`config.mk`:
```
export PLATFORM = sky130hd
export DESIGN_NAME = sar_adc_ctrl
export DESIGN_NICKNAME = d
export VERILOG_FILES = /design/src/rtl/sar_adc_pkg.sv /design/src/rtl/sar_adc_regs.sv /design/src/rtl/sar_adc_seq.sv /design/src/rtl/sar_adc_ctrl.sv
export SDC_FILE = /design/constraint.sdc
export NUM_CORES = 1
export LEC_CHECK = 0
export ABC_AREA = 0
export BUFFER_PORTS_ARGS = -buffer_cell sky130_fd_sc_hd__buf_2
export CAP_MARGIN = 20
export CORE_MARGIN = 2
export CORE_UTILIZATION = 53
export CTS_CLUSTER_DIAMETER = 100
export DETAILED_ROUTE_END_ITERATION = 7
export PLACE_DENSITY = 0.78
export SYNTH_ARGS = -nofsm -noshare
export SYNTH_HDL_FRONTEND = slang
export SYNTH_HIERARCHICAL = 1
export SYNTH_SLANG_ARGS = --single-unit
```
`constraint.sdc`:
```
create_clock -name clk -period 2 [get_ports clk]
set_input_delay 0 -clock clk [delete_from_list [all_inputs] [get_ports clk]]
set_output_delay 0 -clock clk [all_outputs]
set_load 0.01 [all_outputs]
```
`src/rtl/sar_adc_pkg.sv`:
```
package sar_adc_pkg;
  localparam int CTRL_W  = 8;
  localparam int EN_B    = 7;
  localparam int DONE_B  = 4;
  localparam int START_B = 3;
  localparam int CLK_B   = 2;
endpackage

```
`src/rtl/sar_adc_regs.sv`:
```
module sar_adc_regs
  import sar_adc_pkg::*;
#(
  parameter int CH_W = 2
) (
  input  logic              clk,
  input  logic              rst,
  input  logic              tick,
  input  logic              wr_en,
  input  logic [CTRL_W-1:0] wr_data,
  input  logic              finish,
  input  logic              abort,
  output logic              start_pulse,
  output logic              clk_sel,
  output logic              done,
  output logic [CH_W-1:0]   chan,
  output logic [CTRL_W-1:0] ctrl_rd
);
  logic en_q, start_q, done_q, clk_q, closing_q;
  logic [CH_W-1:0] chan_q;
  logic idle;
  logic [1:0] unused_rsv;

  assign unused_rsv  = wr_data[6:5];
  assign idle        = !start_q && !done_q;
  assign start_pulse = wr_en && wr_data[START_B] && wr_data[EN_B] && idle;

  always_ff @(posedge clk) begin
    if (rst) begin
      en_q      <= 1'b0;
      start_q   <= 1'b0;
      done_q    <= 1'b0;
      clk_q     <= 1'b0;
      closing_q <= 1'b0;
      chan_q    <= '0;
    end else begin
      if (wr_en) begin
        if (wr_data[EN_B]) en_q <= 1'b1;
        else if (idle)     en_q <= 1'b0;
        if (!wr_data[DONE_B]) done_q <= 1'b0;
        if (idle) begin
          chan_q <= wr_data[CH_W-1:0];
          clk_q  <= wr_data[CLK_B];
        end
      end
      if (start_pulse) start_q <= 1'b1;
      if (finish) begin
        done_q    <= 1'b1;
        closing_q <= 1'b1;
      end else if (closing_q && tick) begin
        start_q   <= 1'b0;
        closing_q <= 1'b0;
      end
      if (abort) start_q <= 1'b0;
    end
  end

  assign clk_sel = clk_q;
  assign done    = done_q;
  assign chan    = chan_q;

  always_comb begin
    ctrl_rd            = '0;
    ctrl_rd[EN_B]      = en_q;
    ctrl_rd[DONE_B]    = done_q;
    ctrl_rd[START_B]   = start_q;
    ctrl_rd[CLK_B]     = clk_q;
    ctrl_rd[CH_W-1:0]  = chan_q;
  end

  // enable survives while the interlock is set
  a_r5_enable_held: assert property (@(posedge clk) disable iff (rst)
    (en_q && (start_q || done_q)) |=> en_q);
  // no restart out of a pending done
  a_r3_no_restart: assert property (@(posedge clk) disable iff (rst)
    (done_q && !start_q) |=> !start_q);
  // channel and clock frozen while locked
  a_r4_chan_locked: assert property (@(posedge clk) disable iff (rst)
    (start_q || done_q) |=> ($stable(chan_q) && $stable(clk_q)));
endmodule

```
`src/rtl/sar_adc_seq.sv`:
```
module sar_adc_seq #(
  parameter int DATA_W     = 8,
  parameter int CONV_TICKS = 31
) (
  input  logic              clk,
  input  logic              rst,
  input  logic              tick,
  input  logic              rc_tick,
  input  logic              clk_sel,
  input  logic              pwr_down,
  input  logic              start_pulse,
  input  logic              cmp_in,
  output logic              finish,
  output logic              abort,
  output logic [DATA_W-1:0] dac_code,
  output logic [DATA_W-1:0] result
);
  localparam int CNT_W = $clog2(CONV_TICKS);
  localparam logic [CNT_W-1:0] LAST_C   = CNT_W'(CONV_TICKS - 1);
  localparam logic [CNT_W-1:0] SAMPLE_C = CNT_W'(CONV_TICKS - DATA_W);
  localparam logic [DATA_W-1:0] TOP_BIT = {1'b1, {(DATA_W-1){1'b0}}};

  logic              busy_q;
  logic [CNT_W-1:0]  cnt_q;
  logic [DATA_W-1:0] acc_q, mask_q, dac_q, res_q, acc_n;
  logic              step, in_sar;

  assign step   = clk_sel ? rc_tick : tick;
  assign abort  = busy_q && pwr_down && !clk_sel;
  assign in_sar = cnt_q >= SAMPLE_C;
  assign acc_n  = cmp_in ? (acc_q | mask_q) : acc_q;
  assign finish = busy_q && !abort && step && (cnt_q == LAST_C);

  always_ff @(posedge clk) begin
    if (rst) begin
      busy_q <= 1'b0;
      cnt_q  <= '0;
      acc_q  <= '0;
      mask_q <= '0;
      dac_q  <= '0;
      res_q  <= '0;
    end else if (start_pulse) begin
      busy_q <= 1'b1;
      cnt_q  <= '0;
      acc_q  <= '0;
      mask_q <= TOP_BIT;
      dac_q  <= TOP_BIT;
    end else if (abort) begin
      busy_q <= 1'b0;
    end else if (busy_q && step) begin
      cnt_q <= cnt_q + 1'b1;
      if (in_sar) begin
        acc_q  <= acc_n;
        mask_q <= mask_q >> 1;
        dac_q  <= acc_n | (mask_q >> 1);
      end
      if (finish) begin
        busy_q <= 1'b0;
        res_q  <= acc_n;
      end
    end
  end

  assign dac_code = dac_q;
  assign result   = res_q;

  // step counter never passes the last conversion tick
  a_r6_cnt_bound: assert property (@(posedge clk) disable iff (rst)
    busy_q |-> (cnt_q <= LAST_C));
  // an abort leaves the sequencer idle and the result untouched
  a_r10_abort_idle: assert property (@(posedge clk) disable iff (rst)
    abort |=> (!busy_q && $stable(res_q)));
  // result moves only on completion
  a_r8_result_hold: assert property (@(posedge clk) disable iff (rst)
    !finish |=> $stable(res_q));
endmodule

```
`src/rtl/sar_adc_ctrl.sv`:
```
module sar_adc_ctrl
  import sar_adc_pkg::*;
#(
  parameter int DATA_W     = 8,
  parameter int CH_W       = 2,
  parameter int CONV_TICKS = 31
) (
  input  logic              clk,
  input  logic              rst,
  input  logic              tick,
  input  logic              rc_tick,
  input  logic              wr_en,
  input  logic [CTRL_W-1:0] wr_data,
  output logic [CTRL_W-1:0] ctrl_rd,
  output logic [DATA_W-1:0] result,
  input  logic              irq_en,
  output logic              irq,
  input  logic              pwr_down,
  input  logic              cmp_in,
  output logic [CH_W-1:0]   chan_sel,
  output logic [DATA_W-1:0] dac_code
);
  logic start_pulse, clk_sel, done, finish, abort, irq_q;

  sar_adc_regs #(.CH_W(CH_W)) u_regs (
    .clk(clk), .rst(rst), .tick(tick), .wr_en(wr_en), .wr_data(wr_data),
    .finish(finish), .abort(abort), .start_pulse(start_pulse),
    .clk_sel(clk_sel), .done(done), .chan(chan_sel), .ctrl_rd(ctrl_rd)
  );

  sar_adc_seq #(.DATA_W(DATA_W), .CONV_TICKS(CONV_TICKS)) u_seq (
    .clk(clk), .rst(rst), .tick(tick), .rc_tick(rc_tick), .clk_sel(clk_sel),
    .pwr_down(pwr_down), .start_pulse(start_pulse), .cmp_in(cmp_in),
    .finish(finish), .abort(abort), .dac_code(dac_code), .result(result)
  );

  always_ff @(posedge clk) begin
    if (rst) irq_q <= 1'b0;
    else     irq_q <= done && irq_en;
  end
  assign irq = irq_q;

  // request follows flag and enable by one clock
  a_r9_irq_raise: assert property (@(posedge clk) disable iff (rst)
    (done && irq_en) |=> irq);
  a_r9_irq_drop: assert property (@(posedge clk) disable iff (rst)
    !(done && irq_en) |=> !irq);
endmodule

```
==> impl_metrics.tcl <==
set metrics [dict create \
    netSwitchingPower_w 0.000368 \
    async_reset_ff_share_pct 0 \
    drcViolationCount 0 \
    crit_path_start "u_regs/done" \
    max_cap_viol_count 0 \
    cp_max_fo 9 \
    worst_hold_path.endpoint "u_regs/closing_q" \
    post_cts.repair.setup_buffers 0 \
    synth_area_mm2 0.00201 \
    htree_levels 2 \
    finalMaxSlewViolations 0 \
    ys_types 39 \
    preCtsSetupSlack_ns 0.140 \
    rows 22 \
    fin_crit_ns 1.73 \
    yosysWarnings 6 \
    irDropWorstVdd_mv 0.474 \
    r2r-start "u_regs/done" \
    clock_latency_ns 0.29 \
    worst_slack_ns 0.267 \
    grt_pass1_vias 1528 \
    p_seq_share_pct 56.4 \
    yosysTopAreaCellShare_pct 45.9 \
    synthTopCellsByArea "dfxtp_1 46%, a21oi_1 11%, a211oi_2 5.6%" \
    crit_path_start_kind "flop" \
    max_freq_mhz 577 \
    ant_nets 0 \
    dpl.hpwl_um 2810 \
    antenna_found_initial 0 \
    area_growth_pct 16.6 \
    synthTopCellsByCount "46 x dfxtp_1, 44 x a21oi_1, 11 x inv_1, 11 x nor2_1" \
    status "completed" \
    setup_viol 0 \
    place_congestion 0.762 \
    vias 1647 \
    r2r-end "u_seq/result[0]" \
    antennaDiodeCount 0 \
    crit_path_end_kind "flop" \
    grt_max_degree 28 \
    cp.required_ns 2.22 \
    start_util_pct 54.8 \
    syn_avg_cell_area_um2 9.46 \
    die_area_mm2 0.00429 \
    p_int_w 0.00129 \
    r2r_slack_ns 0.27 \
    die_height_um 65.5 \
    hold_path.class "in2reg" \
    power_frac_comb_pct 6.6 \
    reg2reg_depth 5 \
    crit_path_top_delay_cell "dfxtp_1" \
    nNetsFinal 266 \
    cts_max_path_buffers 2 \
    tns_ns 0 \
    path_clk_slew_ns 0.08 \
    cellPowerDensity_mw_per_mm2 710 \
    cpPeakStageDelay_ns 0.37 \
    die_x_um 65.5 \
    power_frac_clock_pct 37.1 \
    worst_slew_pin_slew_ns 0.515 \
    yosysMostFrequentCell "dfxtp_1" \
    switching_share_pct 22.2 \
    yosysSeqAreaShare_pct 45.9 \
    port_buffers 38 \
    yosysTopAreaCell "dfxtp_1" \
    rsz0062_at_grt "false" \
    hold_viol 0 \
    holdCritStartpoint "tick" \
    skew_ns 0.00973 \
    maxSlewHeadroom_pct 65.6 \
    crit_type "reg2reg" \
    cts_buffers 5 \
    power_leakage_nw 0.884 \
    ys_seq_elements 46 \
    viasPerCell 5.55 \
    drive_gt1_share_pct 28.1 \
    clock-sinks 46 \
    routed_wirelength_um 4130 \
    dr.pass1.iters 4 \
    ios 43 \
    grt_usage_pct 20.3 \
    min_path_cells 4 \
    synth_cells 212 \
    coreArea_mm2 0.00366 \
    path_cells "nor3b_1 > nor2b_2 > nor2_4 > and2_1 > a211oi_2" \
    cts_root_buf "clkbuf_8" \
    synth-edff-count 0 \
    min_period_over_period_pct 86.7 \
    drt_iter0_drc 135 \
    detail_route.wl_per_cell_um 13.9 \
    arrival_ns 1.95 \
    synthFlopType "dfxtp_1" \
    cts_tree "yes" \
    grt_pass1_wl_um 6810 \
    grt_overflow_total 0 \
]
## cell type report
cell class                      instances  area, µm²
Fill cell                             295       1320
Sequential cell                        46        921
Multi-Input combinational cell        136        918
Timing Repair Buffer                   48        293
Clock buffer                            7       96.3
Tap cell                               48       60.1
Inverter                               11       41.3
Clock inverter                          1       8.76
## sequential cells by signal (all words and copies together), names as in the netlist
name / cells
u_seq/mask_q: 8
u_seq/dac_code: 8
irq: 1
u_regs/clk_sel: 1
u_seq/cnt_q: 5
u_regs/en_q: 1
u_regs/closing_q: 1
u_seq/result: 8
u_regs/start_q: 1
u_seq/acc_q: 8
u_regs/chan: 2
u_seq/busy_q: 1
u_regs/done: 1
## cell families (layout without fill, tap and decap cells)
family          after synthesis  after routing  share of synthesized area (%)
flops                        46             46                           45.9
compound gates               77             77                           25.9
mux                           3              3                           1.50
buf+inv                      31             67                           8.61
other cells                   1              2                          0.187
xor+xnor                      4              4                           1.75
simple gates                 48             48                           14.9
fa+ha+maj                     2              2                           1.25
## power groups by stage
stage,combinational [W],sequential [W],clock (W)
global route,0.000120,0.000937,0.000668
detailed placement,0.0000992,0.000956,0
floorplan,0.0000683,0.000956,0
finish,0.000109,0.000935,0.000615
CTS,0.000109,0.000935,0.000628
global placement,0.0000978,0.000955,0
## through the flow
step | power (W) | cell area, µm² | utilization (%) | hold slack [ns] | instances
6_report | 0.00166 | 2340 | 63.9 | 0.0405 | 297
4_1_cts | 0.00167 | 2340 | 63.8 | 0.0336 | 297
5_1_grt | 0.00172 | 2340 | 63.9 | 0.0512 | 297
3_3_place_gp | 0.00105 | 2170 | 59.3 | 0.235 | 283
3_5_place_dp | 0.00106 | 2170 | 59.3 | 0.246 | 283
2_1_floorplan | 0.00102 | 2010 | - | 0.0691 | 213
## routing by layer
layer	track usage, %	vias up	routed length, µm
met5	0	-	0
met4	5.99	0	32
met3	5.48	4	158
met2	32.7	34	1990
met1	26.7	790	1940
li1	-	819	-
## worst max-delay path by stage
stage	endpoint	slack [ns]	cells after the start
floorplan	u_seq/acc_q[0]	0.25	6
global placement	u_seq/dac_code[7]	0.21	5
detailed placement	u_seq/dac_code[7]	0.14	5
CTS	u_seq/dac_code[7]	0.14	5
global route	u_seq/result[7]	0.13	5
finish	u_seq/result[0]	0.27	5
## critical path: cells and delay by family, from the launching register on
kind	cells	cell delay, ns
AO/OA/AOI/OAI	1	0.26
flip-flops	1	0.37
AND/OR/NAND/NOR	4	1.03
## what timing repair did
item | in CTS | in global routing
setup endpoints to repair | 0 | 2
resized for setup | 0 | 2
hold buffers | 6 | 0
endpoints found under the hold margin | 5 | 0
## cells in the final DEF, fill, tap and decap left out, types with 2 or more instances in the layout
cell type	n
dfxtp_1	46
a21oi_1	44
buf_2	38
nor2_1	11
inv_1	11
nand3_1	10
a211oi_2	9
nor3_1	8
a311oi_1	8
clkbuf_8	7
o21ai_1	7
dlygate4sd3_1	6
xnor2_1	4
buf_4	3
nand2_1	3
mux2i_1	3
nand2b_1	3
conb_1	2
and2_1	2
nor2_4	2
a211oi_1	2
ha_1	2
Power figures use the tool's default switching activity.
